--- src/rtl/pw_pkg.sv ---
package pw_pkg;

  // Entry bit positions; the walk depends on these exact slots.
  localparam int BIT_P  = 0;
  localparam int BIT_RW = 1;
  localparam int BIT_US = 2;
  localparam int BIT_A  = 5;
  localparam int BIT_D  = 6;

  localparam int LEVELS = 2;

  typedef enum logic [1:0] {
    FC_ABSENT = 2'd0,
    FC_PRIV   = 2'd1,
    FC_WRITE  = 2'd2,
    FC_MODE   = 2'd3
  } faultCode_e;

  typedef enum logic [3:0] {
    S_IDLE,
    S_DIR_REQ,
    S_DIR_WAIT,
    S_TBL_REQ,
    S_TBL_WAIT,
    S_CHECK,
    S_WB_DIR,
    S_WB_TBL,
    S_DONE,
    S_FAULT
  } walkState_e;

  // Control -> datapath strobes
  typedef struct packed {
    logic takeReq;
    logic rdDir;
    logic rdTbl;
    logic grabDir;
    logic grabTbl;
    logic wrDir;
    logic wrTbl;
  } walkStb_t;

  // Datapath -> control status
  typedef struct packed {
    logic rdPresent;   // presence bit of the word now on the read bus
    logic dirPresent;  // presence bit of the captured directory entry
    logic tblPresent;  // presence bit of the captured table entry
    logic privDeny;
    logic writeDeny;
    logic dirStale;    // directory entry needs a write-back
    logic tblStale;    // table entry needs a write-back
  } walkSts_t;

endpackage

--- src/rtl/pw_perm.sv ---
module pw_perm
  import pw_pkg::*;
#(
  parameter int ENTRY_W = 32
) (
  input  logic [ENTRY_W-1:0] dirEntry,
  input  logic [ENTRY_W-1:0] tblEntry,
  input  logic               isWrite,
  input  logic [1:0]         priv,
  output logic               privDeny,
  output logic               writeDeny,
  output logic               dirStale,
  output logic               tblStale,
  output logic [ENTRY_W-1:0] dirNext,
  output logic [ENTRY_W-1:0] tblNext
);

  logic [ENTRY_W-1:0] levelEntry [LEVELS];
  logic [LEVELS-1:0]  userOk;
  logic [LEVELS-1:0]  writeOk;
  logic               isUser;

  assign levelEntry[0] = dirEntry;
  assign levelEntry[1] = tblEntry;
  assign isUser        = (priv == 2'd3);

  // Each level grants independently; the access needs every level's grant.
  for (genvar lv = 0; lv < LEVELS; lv++) begin : g_level
    assign userOk[lv]  = levelEntry[lv][BIT_US];
    assign writeOk[lv] = levelEntry[lv][BIT_RW];
  end

  assign privDeny  = isUser && !(&userOk);
  assign writeDeny = isUser && isWrite && !(&writeOk);

  always_comb begin
    dirNext        = dirEntry;
    dirNext[BIT_A] = 1'b1;
    tblNext        = tblEntry;
    tblNext[BIT_A] = 1'b1;
    if (isWrite) tblNext[BIT_D] = 1'b1;
  end

  assign dirStale = !dirEntry[BIT_A];
  assign tblStale = !tblEntry[BIT_A] || (isWrite && !tblEntry[BIT_D]);

endmodule

--- src/rtl/pw_datapath.sv ---
module pw_datapath
  import pw_pkg::*;
#(
  parameter  int IDX_W  = 10,
  localparam int OFF_W  = IDX_W + 2,
  localparam int ADDR_W = 2 * IDX_W + OFF_W
) (
  input  logic              clk,
  input  logic              rstN,
  input  walkStb_t          stb,
  input  logic [ADDR_W-1:0] reqAddr,
  input  logic              reqWrite,
  input  logic [1:0]        reqPriv,
  input  logic              pagingEn,
  input  logic [ADDR_W-1:0] rootBase,
  input  logic [ADDR_W-1:0] memRdata,
  output logic [ADDR_W-1:0] memAddr,
  output logic [ADDR_W-1:0] memWdata,
  output logic [ADDR_W-1:0] physAddr,
  output walkSts_t          sts
);

  localparam int FRAME_W = ADDR_W - OFF_W;

  logic [ADDR_W-1:0] linQ, rootQ, dirQ, tblQ;
  logic              wrQ, bypassQ;
  logic [1:0]        privQ;

  logic [IDX_W-1:0]  dirIdx, tblIdx;
  logic [ADDR_W-1:0] dirAddr, tblAddr;
  logic [ADDR_W-1:0] dirNext, tblNext;
  logic              privDeny, writeDeny, dirStale, tblStale;

  always_ff @(posedge clk or negedge rstN) begin
    if (!rstN) begin
      linQ    <= '0;
      rootQ   <= '0;
      wrQ     <= 1'b0;
      privQ   <= '0;
      bypassQ <= 1'b0;
    end else if (stb.takeReq) begin
      linQ    <= reqAddr;
      rootQ   <= rootBase;
      wrQ     <= reqWrite;
      privQ   <= reqPriv;
      bypassQ <= !pagingEn;
    end
  end

  always_ff @(posedge clk or negedge rstN) begin
    if (!rstN) begin
      dirQ <= '0;
      tblQ <= '0;
    end else begin
      if (stb.takeReq) begin
        dirQ <= '0;
        tblQ <= '0;
      end
      if (stb.grabDir) dirQ <= memRdata;
      if (stb.grabTbl) tblQ <= memRdata;
    end
  end

  assign dirIdx  = linQ[ADDR_W-1 -: IDX_W];
  assign tblIdx  = linQ[OFF_W +: IDX_W];
  assign dirAddr = {rootQ[ADDR_W-1 -: FRAME_W], dirIdx, 2'b00};
  assign tblAddr = {dirQ[ADDR_W-1 -: FRAME_W], tblIdx, 2'b00};

  pw_perm #(.ENTRY_W(ADDR_W)) i_perm (
    .dirEntry (dirQ),
    .tblEntry (tblQ),
    .isWrite  (wrQ),
    .priv     (privQ),
    .privDeny (privDeny),
    .writeDeny(writeDeny),
    .dirStale (dirStale),
    .tblStale (tblStale),
    .dirNext  (dirNext),
    .tblNext  (tblNext)
  );

  always_comb begin
    if (stb.rdDir || stb.wrDir) memAddr = dirAddr;
    else                        memAddr = tblAddr;
  end

  assign memWdata = stb.wrDir ? dirNext : tblNext;
  assign physAddr = bypassQ ? linQ : {tblQ[ADDR_W-1 -: FRAME_W], linQ[OFF_W-1:0]};

  assign sts.rdPresent  = memRdata[BIT_P];
  assign sts.dirPresent = dirQ[BIT_P];
  assign sts.tblPresent = tblQ[BIT_P];
  assign sts.privDeny   = privDeny;
  assign sts.writeDeny  = writeDeny;
  assign sts.dirStale   = dirStale;
  assign sts.tblStale   = tblStale;

  // the directory write-back never alters its modified bit
  a_r5_dir_dirty_kept: assert property (@(posedge clk) disable iff (!rstN)
    stb.wrDir |-> (memWdata[BIT_D] == dirQ[BIT_D]) && memWdata[BIT_A]);

  // the table read is aimed inside the frame the directory entry names
  a_r1_tbl_in_frame: assert property (@(posedge clk) disable iff (!rstN)
    stb.rdTbl |-> (memAddr[ADDR_W-1 -: FRAME_W] == dirQ[ADDR_W-1 -: FRAME_W]));

endmodule

--- src/rtl/pw_ctrl.sv ---
module pw_ctrl
  import pw_pkg::*;
(
  input  logic       clk,
  input  logic       rstN,
  input  logic       reqValid,
  input  logic       pagingEn,
  input  logic       protEn,
  input  logic       memRvalid,
  input  walkSts_t   sts,
  output walkStb_t   stb,
  output logic       memRdEn,
  output logic       memWrEn,
  output logic       done,
  output logic       fault,
  output logic [1:0] faultCode,
  output logic       busy
);

  walkState_e st, stNext;
  faultCode_e codeQ, codeNext;

  always_ff @(posedge clk or negedge rstN) begin
    if (!rstN) begin
      st    <= S_IDLE;
      codeQ <= FC_ABSENT;
    end else begin
      st    <= stNext;
      codeQ <= codeNext;
    end
  end

  always_comb begin
    stNext   = st;
    codeNext = codeQ;
    stb      = '0;
    unique case (st)
      S_IDLE: begin
        if (reqValid) begin
          stb.takeReq = 1'b1;
          if (!pagingEn) begin
            stNext = S_DONE;
          end else if (!protEn) begin
            stNext   = S_FAULT;
            codeNext = FC_MODE;
          end else begin
            stNext = S_DIR_REQ;
          end
        end
      end
      S_DIR_REQ: begin
        stb.rdDir = 1'b1;
        stNext    = S_DIR_WAIT;
      end
      S_DIR_WAIT: begin
        if (memRvalid) begin
          stb.grabDir = 1'b1;
          if (!sts.rdPresent) begin
            stNext   = S_FAULT;
            codeNext = FC_ABSENT;
          end else begin
            stNext = S_TBL_REQ;
          end
        end
      end
      S_TBL_REQ: begin
        stb.rdTbl = 1'b1;
        stNext    = S_TBL_WAIT;
      end
      S_TBL_WAIT: begin
        if (memRvalid) begin
          stb.grabTbl = 1'b1;
          stNext      = S_CHECK;
        end
      end
      S_CHECK: begin
        if (!sts.tblPresent) begin
          stNext   = S_FAULT;
          codeNext = FC_ABSENT;
        end else if (sts.privDeny) begin
          stNext   = S_FAULT;
          codeNext = FC_PRIV;
        end else if (sts.writeDeny) begin
          stNext   = S_FAULT;
          codeNext = FC_WRITE;
        end else if (sts.dirStale) begin
          stNext = S_WB_DIR;
        end else if (sts.tblStale) begin
          stNext = S_WB_TBL;
        end else begin
          stNext = S_DONE;
        end
      end
      S_WB_DIR: begin
        stb.wrDir = 1'b1;
        stNext    = sts.tblStale ? S_WB_TBL : S_DONE;
      end
      S_WB_TBL: begin
        stb.wrTbl = 1'b1;
        stNext    = S_DONE;
      end
      S_DONE, S_FAULT: stNext = S_IDLE;
      default:         stNext = S_IDLE;
    endcase
  end

  assign memRdEn   = stb.rdDir | stb.rdTbl;
  assign memWrEn   = stb.wrDir | stb.wrTbl;
  assign done      = (st == S_DONE) || (st == S_FAULT);
  assign fault     = (st == S_FAULT);
  assign faultCode = codeQ;
  assign busy      = (st != S_IDLE);

  // completion is a single-cycle pulse
  a_r9_done_pulse: assert property (@(posedge clk) disable iff (!rstN)
    done |=> !done);

  // an absent directory entry ends the walk as code 0
  a_r2_absent_dir: assert property (@(posedge clk) disable iff (!rstN)
    (st == S_DIR_WAIT && memRvalid && !sts.rdPresent) |=> (fault && faultCode == 2'd0));

  // the second read is only issued below a present directory entry
  a_r2_tbl_read_needs_dir: assert property (@(posedge clk) disable iff (!rstN)
    stb.rdTbl |-> sts.dirPresent);

  // a privilege refusal surfaces as code 1 on the next cycle
  a_r3_priv_code: assert property (@(posedge clk) disable iff (!rstN)
    (st == S_CHECK && sts.tblPresent && sts.privDeny) |=> (fault && faultCode == 2'd1));

  // write-backs start only once all checks have passed
  a_r6_wb_after_check: assert property (@(posedge clk) disable iff (!rstN)
    $rose(memWrEn) |-> ($past(st) == S_CHECK));

endmodule

--- src/rtl/page_walker.sv ---
module page_walker
  import pw_pkg::*;
#(
  parameter  int IDX_W  = 10,
  localparam int ADDR_W = 3 * IDX_W + 2
) (
  input  logic              clk,
  input  logic              rstN,
  input  logic              reqValid,
  input  logic [ADDR_W-1:0] reqAddr,
  input  logic              reqWrite,
  input  logic [1:0]        reqPriv,
  input  logic [ADDR_W-1:0] rootBase,
  input  logic              pagingEn,
  input  logic              protEn,
  output logic              memRdEn,
  output logic              memWrEn,
  output logic [ADDR_W-1:0] memAddr,
  output logic [ADDR_W-1:0] memWdata,
  input  logic [ADDR_W-1:0] memRdata,
  input  logic              memRvalid,
  output logic              done,
  output logic              fault,
  output logic [1:0]        faultCode,
  output logic              busy
  ,output logic [ADDR_W-1:0] physAddr
);

  walkStb_t stb;
  walkSts_t sts;

  pw_ctrl i_ctrl (
    .clk      (clk),
    .rstN     (rstN),
    .reqValid (reqValid),
    .pagingEn (pagingEn),
    .protEn   (protEn),
    .memRvalid(memRvalid),
    .sts      (sts),
    .stb      (stb),
    .memRdEn  (memRdEn),
    .memWrEn  (memWrEn),
    .done     (done),
    .fault    (fault),
    .faultCode(faultCode),
    .busy     (busy)
  );

  pw_datapath #(.IDX_W(IDX_W)) i_datapath (
    .clk     (clk),
    .rstN    (rstN),
    .stb     (stb),
    .reqAddr (reqAddr),
    .reqWrite(reqWrite),
    .reqPriv (reqPriv),
    .pagingEn(pagingEn),
    .rootBase(rootBase),
    .memRdata(memRdata),
    .memAddr (memAddr),
    .memWdata(memWdata),
    .physAddr(physAddr),
    .sts     (sts)
  );

  // a mode error never reaches memory
  a_r8_mode_no_traffic: assert property (@(posedge clk) disable iff (!rstN)
    (fault && faultCode == 2'd3) |-> $past(!memRdEn && !memWrEn));

endmodule

--- config.mk ---
export PLATFORM = sky130hd
export DESIGN_NAME = page_walker
export DESIGN_NICKNAME = d
export VERILOG_FILES = /design/src/rtl/pw_pkg.sv /design/src/rtl/pw_perm.sv /design/src/rtl/pw_datapath.sv /design/src/rtl/pw_ctrl.sv /design/src/rtl/page_walker.sv
export SDC_FILE = /design/constraint.sdc
export NUM_CORES = 1
export LEC_CHECK = 0
export ABC_AREA = 1
export BUFFER_PORTS_ARGS = -buffer_cell sky130_fd_sc_hd__buf_2
export CAP_MARGIN = 20
export CORE_MARGIN = 2
export CORE_UTILIZATION = 45
export DETAILED_ROUTE_END_ITERATION = 10
export PLACE_DENSITY_LB_ADDON = 0.15
export SLEW_MARGIN = 20
export SYNTH_ARGS = -nofsm -noshare
export SYNTH_HDL_FRONTEND = slang
export SYNTH_SLANG_ARGS = --single-unit
--- constraint.sdc ---
create_clock -name clk -period 2.14 [get_ports clk]
set_input_delay 0.214 -clock clk [delete_from_list [all_inputs] [get_ports clk]]
set_output_delay 0.214 -clock clk [all_outputs]
set_load 0.005 [all_outputs]
Yosys cells after proc, flatten, opt, wreduce, memory -nomap -nowiden
Cells that the tools add are included.
- equality and inequality tests: 17
- muxes and demuxes: 37
- bitwise logic cells: 2
- reductions and logical operators: 21
- operators by type and width (kind ; count):
    32-bit 2-to-1 mux ; 6
    4-bit 2-to-1 mux ; 11
    4-bit case mux with 8 select lines ; 1
    4-bit by 3-bit equality test with 1-bit output, second input constant ; 4
    2-bit 2-to-1 mux ; 8
    2-bit != test, second input constant ; 6
    1-bit 2-to-1 mux ; 10
    4-bit by 2-bit equality test with 1-bit output, second input constant ; 2
    4-bit equality test, second input constant ; 2
    7-bit AND reduction ; 1
    2-bit case mux with 3 select lines ; 1
    1-bit zero test ; 5
    4-bit by 1-bit equality test with 1-bit output, second input constant ; 1
    1-bit logical AND ; 4
    4-bit zero test ; 1
    4-bit != test, second input constant ; 1
    2-bit AND reduction ; 2
    2-bit nonzero test ; 2
    4-bit nonzero test ; 1
    1-bit logical OR ; 3
    3-bit AND reduction ; 1
    3-bit nonzero test ; 1
    2-bit equality test, second input constant ; 1
    1-bit OR ; 2
- flip-flop bits (word level): 138
- input port bits: 105
- output and inout port bits: 103
- word-level logic and storage cells: 86

Depth between registers and ports, before layout
Gate-level depths: netlist (run 1).
- word-level depth: 9
- gate-level depth with buffers: 9
- gate-level depth less buffers: 9

Hierarchy
A second synthesis (run 1) with hierarchy kept.
- cells, all modules: 944
- area, all modules: 6856.6 um^2
- modules (own cells, without submodules) (module ; times used ; cells each ; area each (um^2) ; seq. area each (um^2)):
    pw_datapath ; 1 ; 778 ; 5810.6 ; 3002.9
    pw_ctrl ; 1 ; 92 ; 525.5 ; 150.1
    pw_perm ; 1 ; 74 ; 520.5 ; 0.0

Worst setup path before layout (run 1)
OpenSTA, ideal clock, no wires.
- path type: register to output
- start point: register i_ctrl.st[2]
- end point: output port memAddr[10]
- arrival time: 1371 ps
- data required time: 1926 ps
- slack: 555 ps
- stages on the path, launching flop included: 7
- path buffers: 2
- path through: dfrtp_1 > nor2_1 > buf_4 > nand2_1 > nand2_2 > buf_8 > mux2_4
- cells in the longest elaborated chain, start to end: 4
- elaborated cells between the ends (all ways): 6
- classes of those cells: eq/ne: 2; mux: 3; reduce/logical: 1
- ends and longest elaborated chain (what ; line ; source):
    from (decl) ; pw_ctrl.sv:20 ; walkState_e st, stNext;
    from (signal assigned) ; pw_ctrl.sv:28 ; st <= stNext;
    4-bit by 1-bit equality test with 1-bit output or 4-bit by 3-bit equality test with 1-bit output (tied branches) ; pw_ctrl.sv:37 ; unique case (st)
    1-bit 2-to-1 mux ; pw_ctrl.sv:37 ;
    1-bit logical OR (*) ; pw_datapath.sv:83 ; if (stb.rdDir || stb.wrDir) memAddr = dirAddr;
    32-bit 2-to-1 mux (*) ; pw_datapath.sv:83 ;
    to (decl) ; page_walker.sv:18 ; output logic [ADDR_W-1:0] memAddr,
Every way passes the cells marked *; elsewhere a longest branch is shown, timed or not.

Worst setup path after layout (run 1)
- start point: register i_ctrl.st[2]
- end point: output port memAddr[11]
Same word-level chain as after synthesis.

==> results of run 1 <==
==> logic make-up after synthesis <==
logic type / after synthesis / synth area share (%)
flip-flops: 126 / 52.0
multiplexers: 65 / 12.7
AND/OR/NAND/NOR: 157 / 10.9
AO/OA/AOI/OAI: 144 / 13.0
other: 2 / 0.124
buffers and inverters: 152 / 11.2
==> final cells by class <==
type,instances,area [um^2],share of cell area [%]
flip-flops and latches,126,3160,40.0
multi-input cells,369,2270,28.8
repair buffers,216,1280,16.2
clock buffers,18,429,5.44
inverters,102,383,4.85
well taps,176,220,2.79
clock inverters,14,150,1.90
==> synth_stat cells, types with 2 or more instances <==
master,count
o21ai_1,2
nand2_1,108
nand4_1,2
conb_1,2
clkbuf_1,14
nand3_1,24
nor2_4,2
o22ai_1,54
a21oi_1,3
nand2_2,2
nor3_1,4
inv_1,101
nor2_1,12
buf_4,21
mux2_4,10
o21ai_0,84
buf_2,14
mux2_2,55
dfrtp_1,126
==> per-layer routing <==
layer	global-route usage (%)	share of wire, %
met3	6.80	6.9
met1	29.8	42
met5	0	0
met4	8.60	2.1
met2	40.4	49
==> critical path: cells and delay by family, from the launching register on <==
family        cells  cell delay (ns)
simple gates      3             0.39
mux               1             0.31
buf+inv           3             0.36
flops             1             0.40
==> how the worst max path moves through the flow <==
stage | end | slack (ns) | cells past startpoint
2_1_floorplan | memAddr[10] | 0.55 | 6
3_3_place_gp | memAddr[11] | 0.27 | 7
3_5_place_dp | memAddr[11] | 0.27 | 7
4_1_cts | memAddr[11] | -0.0007 | 7
5_1_grt | memAddr[19] | -0.05 | 8
6_report | memAddr[11] | 0.06 | 7
==> flip-flops by register name (all words and copies together) (netlist names), 2 cells and up <==
| register | count |
|---|---|
| i_ctrl.faultCode | 2 |
| i_datapath.privQ | 2 |
| i_datapath.dirQ | 32 |
| i_datapath.linQ | 32 |
| i_datapath.rootQ | 20 |
| i_datapath.tblQ | 32 |
| i_ctrl.st | 4 |
==> power breakdown <==
part	total [mW]	switching (mW)	internal (mW)	leakage, nW
Clock	2.83	1.03	1.81	0.289
Sequential	4.00	0.579	3.42	1.60
Combinational	4.98	2.55	2.43	2.16
==> through the flow <==
| step | cell area [um^2] | total power, mW | std cells |
|---|---|---|---|
| 6_report | 7890 | 11.8 | 1021 |
| 5_1_grt | 7890 | 12.6 | 1021 |
| 4_1_cts | 7810 | 11.8 | 1016 |
| 3_5_place_dp | 7130 | 8.73 | 980 |
| 3_3_place_gp | 7130 | 8.60 | 980 |
| 2_1_floorplan | 6060 | 6.97 | 647 |
==> timing repair <==
item	in CTS	in global routing
pin swaps	0	3
hold buffers	1	0
hold endpoints to repair	49	0
setup endpoints to repair	51	50
gates cloned	2	1
setup buffers	1	4
resized for setup	8	12
==> results.md, run 1 <==
- Status: completed
- Final slew viol count: 0
- Initial antenna violation count: 0
- Yosys reg bits: 126
- Final setup fails: 0
- Synth area leader: dfrtp_1
- Min-delay src: reqAddr[10]
- CP Launch Point: i_ctrl.st[2]
- Peak supply drop: 0.861 mV
- TNS Setup: 0 ns
- Clock root buffer: clkbuf_16
- Total GRT Usage: 24.1%
- # DRC: 0
- CP cell instances: inv_1 > nor2_4 > nand2_2 > nand2_4 > buf_12 > mux2_4 > buf_2
- Post-synth EDFFs: 0
- Worst R2R Setup Slack: 0.32 ns
- Critical path required time: 1.93 ns
- Commonest non-fill, non-tap cells in the layout: buf_2 (191), dfrtp_1 (122), nand2_1 (106)
- Mapped cell area: 6060 um^2
- Clk_lat worst skew: 0.42 ns
- Initial Util: 45.9%
- Synth top area share: 52.0%
- Worst Hold Slack: 0.0266 ns
- # fillers: 1,171
- Synth unique cells: 25
- Pwr Density: 1500 nW/um^2
- Syn-to-layout area delta: 30.2%
- Die Wd: 120 um
- Crit end category: primary output
- Clk_skew: 0.00826 ns
- Layout cells sized above 1: 38.9%
- Max Root-Sink Buffers: 2
- DR iter-0 viols: 321
- Core area: 13,200 um^2
- Synth Flop Type: dfrtp_1
- Routed vias: 5,180
- Antenna viol nets, final: 0
- Syn avg cell area: 9.38 um^2
- Die height: 120 um
- Clk sink count: 126
- Worst Hold Depth: 2
- Worst r2r src: i_ctrl.st[1]
- First-pass GRT wire length: 26,800 um
- Post-Synthesis Cells: 646
- CP Max Fanout: 7
- Crit share post-route: 97.4%
- Row count: 42
- Via-to-Cell Ratio: 5.07
- Fraction of registers with async set/reset: 100%
- Top-level I/O count: 208
- Pre-CTS setup slack: 0.273 ns
- Achievable Freq: 480 MHz
- Die ar.: 14,400 um^2
- Register area share after synthesis: 52.0%
- Setup WS post-layout: 0.0555 ns
- CTS HTree Levels: 4
- First-pass DRT Iterations: 6
- Ys Warns: 0
- NumNets Final: 937
- GRT overflow: 0
- TritonCTS clock tree: done
- I/O Buffers: 192
- Placer Congestion: 0.859
- Inserted Diodes: 0
- Routed len/inst: 16.6 um
- Endpoints failing hold: 0
- Routed wire length: 16,900 um
- Finished Core Util: 59.8%
- Synth top area cells: dfrtp_1 (52%), mux2_2 (10%), o21ai_0 (6.9%)
- WS Path Type: reg -> out
- Worst Reg-to-Reg Cells: 8
- Largest net degree at the start of global routing: 64
- Hold WC Path Type: in -> reg
- RSZ-0062 raised after global routing: yes
- CP max stage cell: dfrtp_2
- Data arrival, critical path: 1.87 ns
- Total CTS buffers: 17
- Endpoint, Worst Hold: i_datapath.linQ[10]
- Lkg Pwr: 4.05 nW
- CP max stage delay: 0.40 ns
- R2r endpoint: i_datapath.tblQ[31]
- Final min period: 2.08 ns
- Dpl hpwl: 11,500 um
- Startpoint types: register
- Commonest non-fill, non-tap cell in the layout: buf_2
- Max cap viols: 0
- Clock transition at the registers of the reported paths: 0.06 ns
- Vias in the first global route: 5,317
(Power assumes the default switching activity.)
==> run 2, diff against run 1 <==
--- a/config.mk
+++ b/config.mk
@@ -8,6 +8,7 @@
 export ABC_AREA = 1
 export BUFFER_PORTS_ARGS = -buffer_cell sky130_fd_sc_hd__buf_2
 export CAP_MARGIN = 20
+export CORE_ASPECT_RATIO = 0.9
 export CORE_MARGIN = 2
 export CORE_UTILIZATION = 45
 export DETAILED_ROUTE_END_ITERATION = 10
==> results.md, run 2 (synthesis gave the netlist of run 1 again) <==
- Status: completed
- Initial antenna violation count: 0
- Clock transition at the registers of the reported paths: 0.05 ns
- Worst Hold Slack: 0.0298 ns
- Syn-to-layout area delta: 29.7%
- P_int: 7.52 mW
- CP max stage cell: dfrtp_2
- Antenna viol nets, final: 0
- Lkg Pwr: 4.05 nW
- Achievable Freq: 481 MHz
- Clk pwr share: 22.8%
- Vias in the first global route: 5,230
- Crit share post-route: 97.2%
- WS Path Type: reg -> out
- Row count: 40
- # DRC: 0
- Max Root-Sink Buffers: 2
- WP buf/inv: 3
- Largest regs: i_datapath.dirQ x32, i_datapath.linQ x32, i_datapath.tblQ x32
- CP max stage delay: 0.43 ns
- Clk_lat worst skew: 0.41 ns
- Placer Congestion: 0.924
- Final slew viol count: 0
- Reg power frac: 34.1%
- Sw Share: 35.3%
- Core area: 13,300 um^2
- Startpoint types: register
- Initial Util: 45.7%
- Dpl hpwl: 12,000 um
- Total CTS buffers: 17
- I/O Buffers: 192
- NumNets Final: 940
- Commonest non-fill, non-tap cells in the layout: buf_2 (191), dfrtp_1 (123), nand2_1 (106)
- DR iter-0 viols: 323
- Top-level I/O count: 208
- Critical path required time: 1.93 ns
- TritonCTS clock tree: done
- Crit end category: primary output
- Total GRT Usage: 23.7%
- Clock root buffer: clkbuf_16
- Final std cells w/o fill: 1,016
- Endpoints failing hold: 0
- Commonest non-fill, non-tap cell in the layout: buf_2
- Comb pwr share: 43.1%
- Pwr Density: 1480 nW/um^2
- CTS HTree Levels: 4
- Max cap viols: 0
- Die ar.: 14,400 um^2
- Worst slew pin tran: 0.580 ns
- Post-Place Cells: 974
- Data arrival, critical path: 1.87 ns
- CP top delay family: flip-flops
- Largest net degree at the start of global routing: 58
- Final min period: 2.08 ns
- Final setup fails: 0
- First-pass DRT Iterations: 5
- Routed wire length: 16,800 um
- Peak supply drop: 0.835 mV
- CP Max Fanout: 5
- Clk_skew: 0.00703 ns
- Die Wd: 126 um
- GRT overflow: 0
- Routed vias: 5,195
- Hold WC Path Type: in -> reg
- Slew HR: 61.3%
- TNS Setup: 0 ns
- CP cell instances: buf_6 > nor2_4 > nand2_4 > nand2_8 > clkbuf_16 > mux2_4 > buf_2
- Routed len/inst: 16.6 um
- NetSw: 4.11 mW
- Via-to-Cell Ratio: 5.11
- First-pass GRT wire length: 26,300 um
- Die height: 114 um
- Clk sink count: 126
- Power Total: 11.6 mW
- Layout cells sized above 1: 38.4%
-- run 2: cell type report --
| class | instances | area [um^2] |
|---|---|---|
| Tap cell | 168 | 210 |
| Multi-Input combinational cell | 369 | 2280 |
| Antenna cell | 1 | 2.50 |
| Inverter | 102 | 383 |
| Clock buffer | 24 | 482 |
| Fill cell | 1204 | 5400 |
| Sequential cell | 126 | 3160 |
| Clock inverter | 7 | 62.6 |
| Timing Repair Buffer | 219 | 1280 |
-- run 2: metal layers --
| metal | up-vias | track usage (%) | part of all wire, % |
|---|---|---|---|
| li1 | 2498 | - | - |
| met5 | - | 0 | 0 |
| met1 | 2503 | 29.9 | 42 |
| met4 | 0 | 7.99 | 1.5 |
| met2 | 173 | 39.2 | 50 |
| met3 | 21 | 7.20 | 6.7 |
-- run 2: power groups by stage --
stage                     Clock [mW]  Combinational, mW  Sequential [mW]
after floorplan                    0               3.12             3.85
after global placement             0               4.64             3.94
after detailed placement           0               4.73             4.00
after CTS                       2.71               4.92             3.96
after global routing            2.84               5.52             4.09
final                           2.66               5.00             3.96
-- run 2: metrics by stage --
stage | utilization [%] | cell area (um^2) | setup slack, ns
3_3_place_gp | 53.7 | 7120 | 0.309
3_5_place_dp | 53.7 | 7120 | 0.322
6_report | 59.3 | 7860 | 0.0603
4_1_cts | 58.6 | 7770 | 0.00252
5_1_grt | 59.2 | 7860 | -0.00354
2_1_floorplan | - | 6060 | 0.555
-- run 2: worst paths after layout --
check,cells past startpoint,slack (ns),from,end
worst max-delay path,7,0.06,i_ctrl.st[1],memAddr[11]
worst min-delay path,2,0.03,rootBase[28],i_datapath.rootQ[28]
worst max register to register,8,0.36,i_ctrl.st[1],i_datapath.tblQ[8]
worst min register to register,2,0.50,i_ctrl.faultCode[0],i_ctrl.faultCode[0]
max in group asynchronous,3,1.12,rstN,i_ctrl.st[0]
min in group asynchronous,2,0.33,rstN,i_datapath.dirQ[11]
-- run 2: timing repair --
action | in CTS | in global routing
endpoints found under the hold margin | 54 | 0
buffers inserted | 4 | 3
setup endpoints to repair | 36 | 30
pin swaps | 0 | 3
hold buffers | 1 | 0
gates cloned | 1 | 1
gates resized for setup | 8 | 10
==> run 3, diff against run 2 <==
--- a/config.mk
+++ b/config.mk
@@ -8,7 +8,7 @@
 export ABC_AREA = 1
 export BUFFER_PORTS_ARGS = -buffer_cell sky130_fd_sc_hd__buf_2
 export CAP_MARGIN = 20
-export CORE_ASPECT_RATIO = 0.9
+export CORE_ASPECT_RATIO = 0.5
 export CORE_MARGIN = 2
 export CORE_UTILIZATION = 45
 export DETAILED_ROUTE_END_ITERATION = 10
==> results.md, run 3 (synthesis gave the netlist of run 1 again) <==
- Die Wd: 168 um
- CP Max Fanout: 6
- Worst Hold Slack: 0.0372 ns
- Achievable Freq: 478 MHz
- Routed wire length: 16,700 um
- Startpoint types: register
- NumNets Final: 939
- Hold WC Path Type: in -> reg
- Clock root buffer: clkbuf_16
- WP buf/inv: 3
- Placed Area: 7130 um^2
- GRT overflow: 0
- Final min period: 2.09 ns
- First-pass GRT wire length: 26,500 um
- Die height: 86.1 um
- Peak supply drop: 0.721 mV
- Largest net degree at the start of global routing: 64
- Max Root-Sink Buffers: 2
- Worst slew pin tran: 0.556 ns
- Slew HR: 62.9%
- Routed vias: 5,160
- CP max stage cell: dfrtp_2
- Commonest non-fill, non-tap cell in the layout: buf_2
- # DRC: 0
- Placer Congestion: 0.876
- Lkg Pwr: 4.05 nW
- Final instance area: 7910 um^2
- Total GRT Usage: 23.7%
- TritonCTS clock tree: done
- Final setup fails: 0
- Top-level I/O count: 208
- RSZ-0062 raised after global routing: yes
- Via-to-Cell Ratio: 5.08
- Commonest non-fill, non-tap cells in the layout: buf_2 (186), dfrtp_1 (124), nand2_1 (106)
- Inserted Diodes: 0
- Clk sink count: 126
- CTS HTree Levels: 4
- Final slew viol count: 0
- Row count: 29
- Largest regs: i_datapath.dirQ x32, i_datapath.linQ x32, i_datapath.tblQ x32
- Pre-CTS setup slack: 0.278 ns
- CP top delay family: simple AND/OR/NAND/NOR gates
- Initial antenna violation count: 0
- DR iter-0 viols: 268
- Clock transition at the registers of the reported paths: 0.06 ns
- First-pass DRT Iterations: 6
- Multi-input logic area: 2280 um^2
- Pwr Density: 1490 nW/um^2
- Reg area: 3160 um^2
- Die ar.: 14,500 um^2
- Antenna viol nets, final: 0
- Clk_skew: 0.0110 ns
- Initial Util: 46.9%
- WS Path Type: reg -> out
- # fillers: 1,180
- Core area: 12,900 um^2
- Status: completed
- Critical path required time: 1.93 ns
- Endpoints failing hold: 0
- Layout cells sized above 1: 38.8%
- Setup WS post-layout: 0.0478 ns
- Syn-to-layout area delta: 30.5%
- Crit share post-route: 97.8%
- Routed len/inst: 16.4 um
- I/O Buffers: 192
- TNS Setup: 0 ns
- CP cell instances: inv_2 > nor2_4 > nand2_4 > nand2_8 > clkbuf_16 > mux2_4 > buf_6
- Crit end category: primary output
- Data arrival, critical path: 1.88 ns
- Clk_lat worst skew: 0.40 ns
- CP max stage delay: 0.40 ns
- Dpl hpwl: 11,000 um
- Max cap viols: 0
- Total CTS buffers: 17
- Vias in the first global route: 5,230
==> run 3: cell count changes in the layout (fill, tap and decap cells not counted), sizes merged <==
cell / delta
buf: -1
clkbuf: -2
clkinv: -2
clkinvlp: +4
diode: -1
==> run 3: repair_timing <==
action	CTS	global route
gates cloned	2	1
pin swaps	0	4
hold endpoints to repair	37	0
endpoints found under the setup margin	30	29
hold buffers	1	0
setup buffers	4	3
resized for setup	6	14
==> run 3: layout make-up <==
| cell class | count | area share (%) |
|---|---|---|
| tap | 170 | 2.69 |
| clock buffer | 22 | 6.12 |
| clock inverter | 9 | 1.09 |
| timing repair buffer | 218 | 16.5 |
| inverter | 102 | 4.84 |
| sequential | 126 | 39.9 |
| multi-input combinational | 369 | 28.8 |
==> run 3: worst paths after layout <==
kind	start	end	slack, ns	depth (start not counted)
worst max-delay path	i_ctrl.st[1]	memAddr[9]	0.05	7
worst min-delay path	rootBase[21]	i_datapath.rootQ[21]	0.04	2
worst max register to register	i_ctrl.st[3]	i_datapath.rootQ[12]	0.36	5
worst min register to register	i_ctrl.faultCode[0]	i_ctrl.faultCode[0]	0.49	2
max in group asynchronous	rstN	i_ctrl.st[1]	1.12	3
min in group asynchronous	rstN	i_datapath.linQ[11]	0.30	2
==> run 3: layer usage <==
layer  track usage (%)  vias to the layer above  routed length, um
li1                  -                     2493                  -
met1              30.9                     2509               7560
met2              40.3                      148               7960
met3              6.00                       10               1060
met4              5.56                        0                102
met5                 0                        -                  0
==> run 3: metrics by stage <==
step           total power, mW  util, %  std cells
6_report                  11.8     61.2       1016
5_1_grt                   12.6     61.2       1016
4_1_cts                   11.7     60.5       1012
3_5_place_dp              8.67     55.2        974
3_3_place_gp              8.56     55.2        974
2_1_floorplan             6.97        -        647
==> run 3: report_power, final <==
part	leakage, nW	switching (mW)	internal [mW]
sequential	1.61	0.555	3.41
clock	0.266	1.05	1.71
combinational	2.18	2.56	2.49
==> run 3: worst reg2reg max path, cell delays in order, from the launching register on <==
cell	delay [ns]
dfrtp_1	0.43
nor2_2	0.08
buf_4	0.18
nand3_4	0.08
buf_4	0.46
mux2_2	0.43
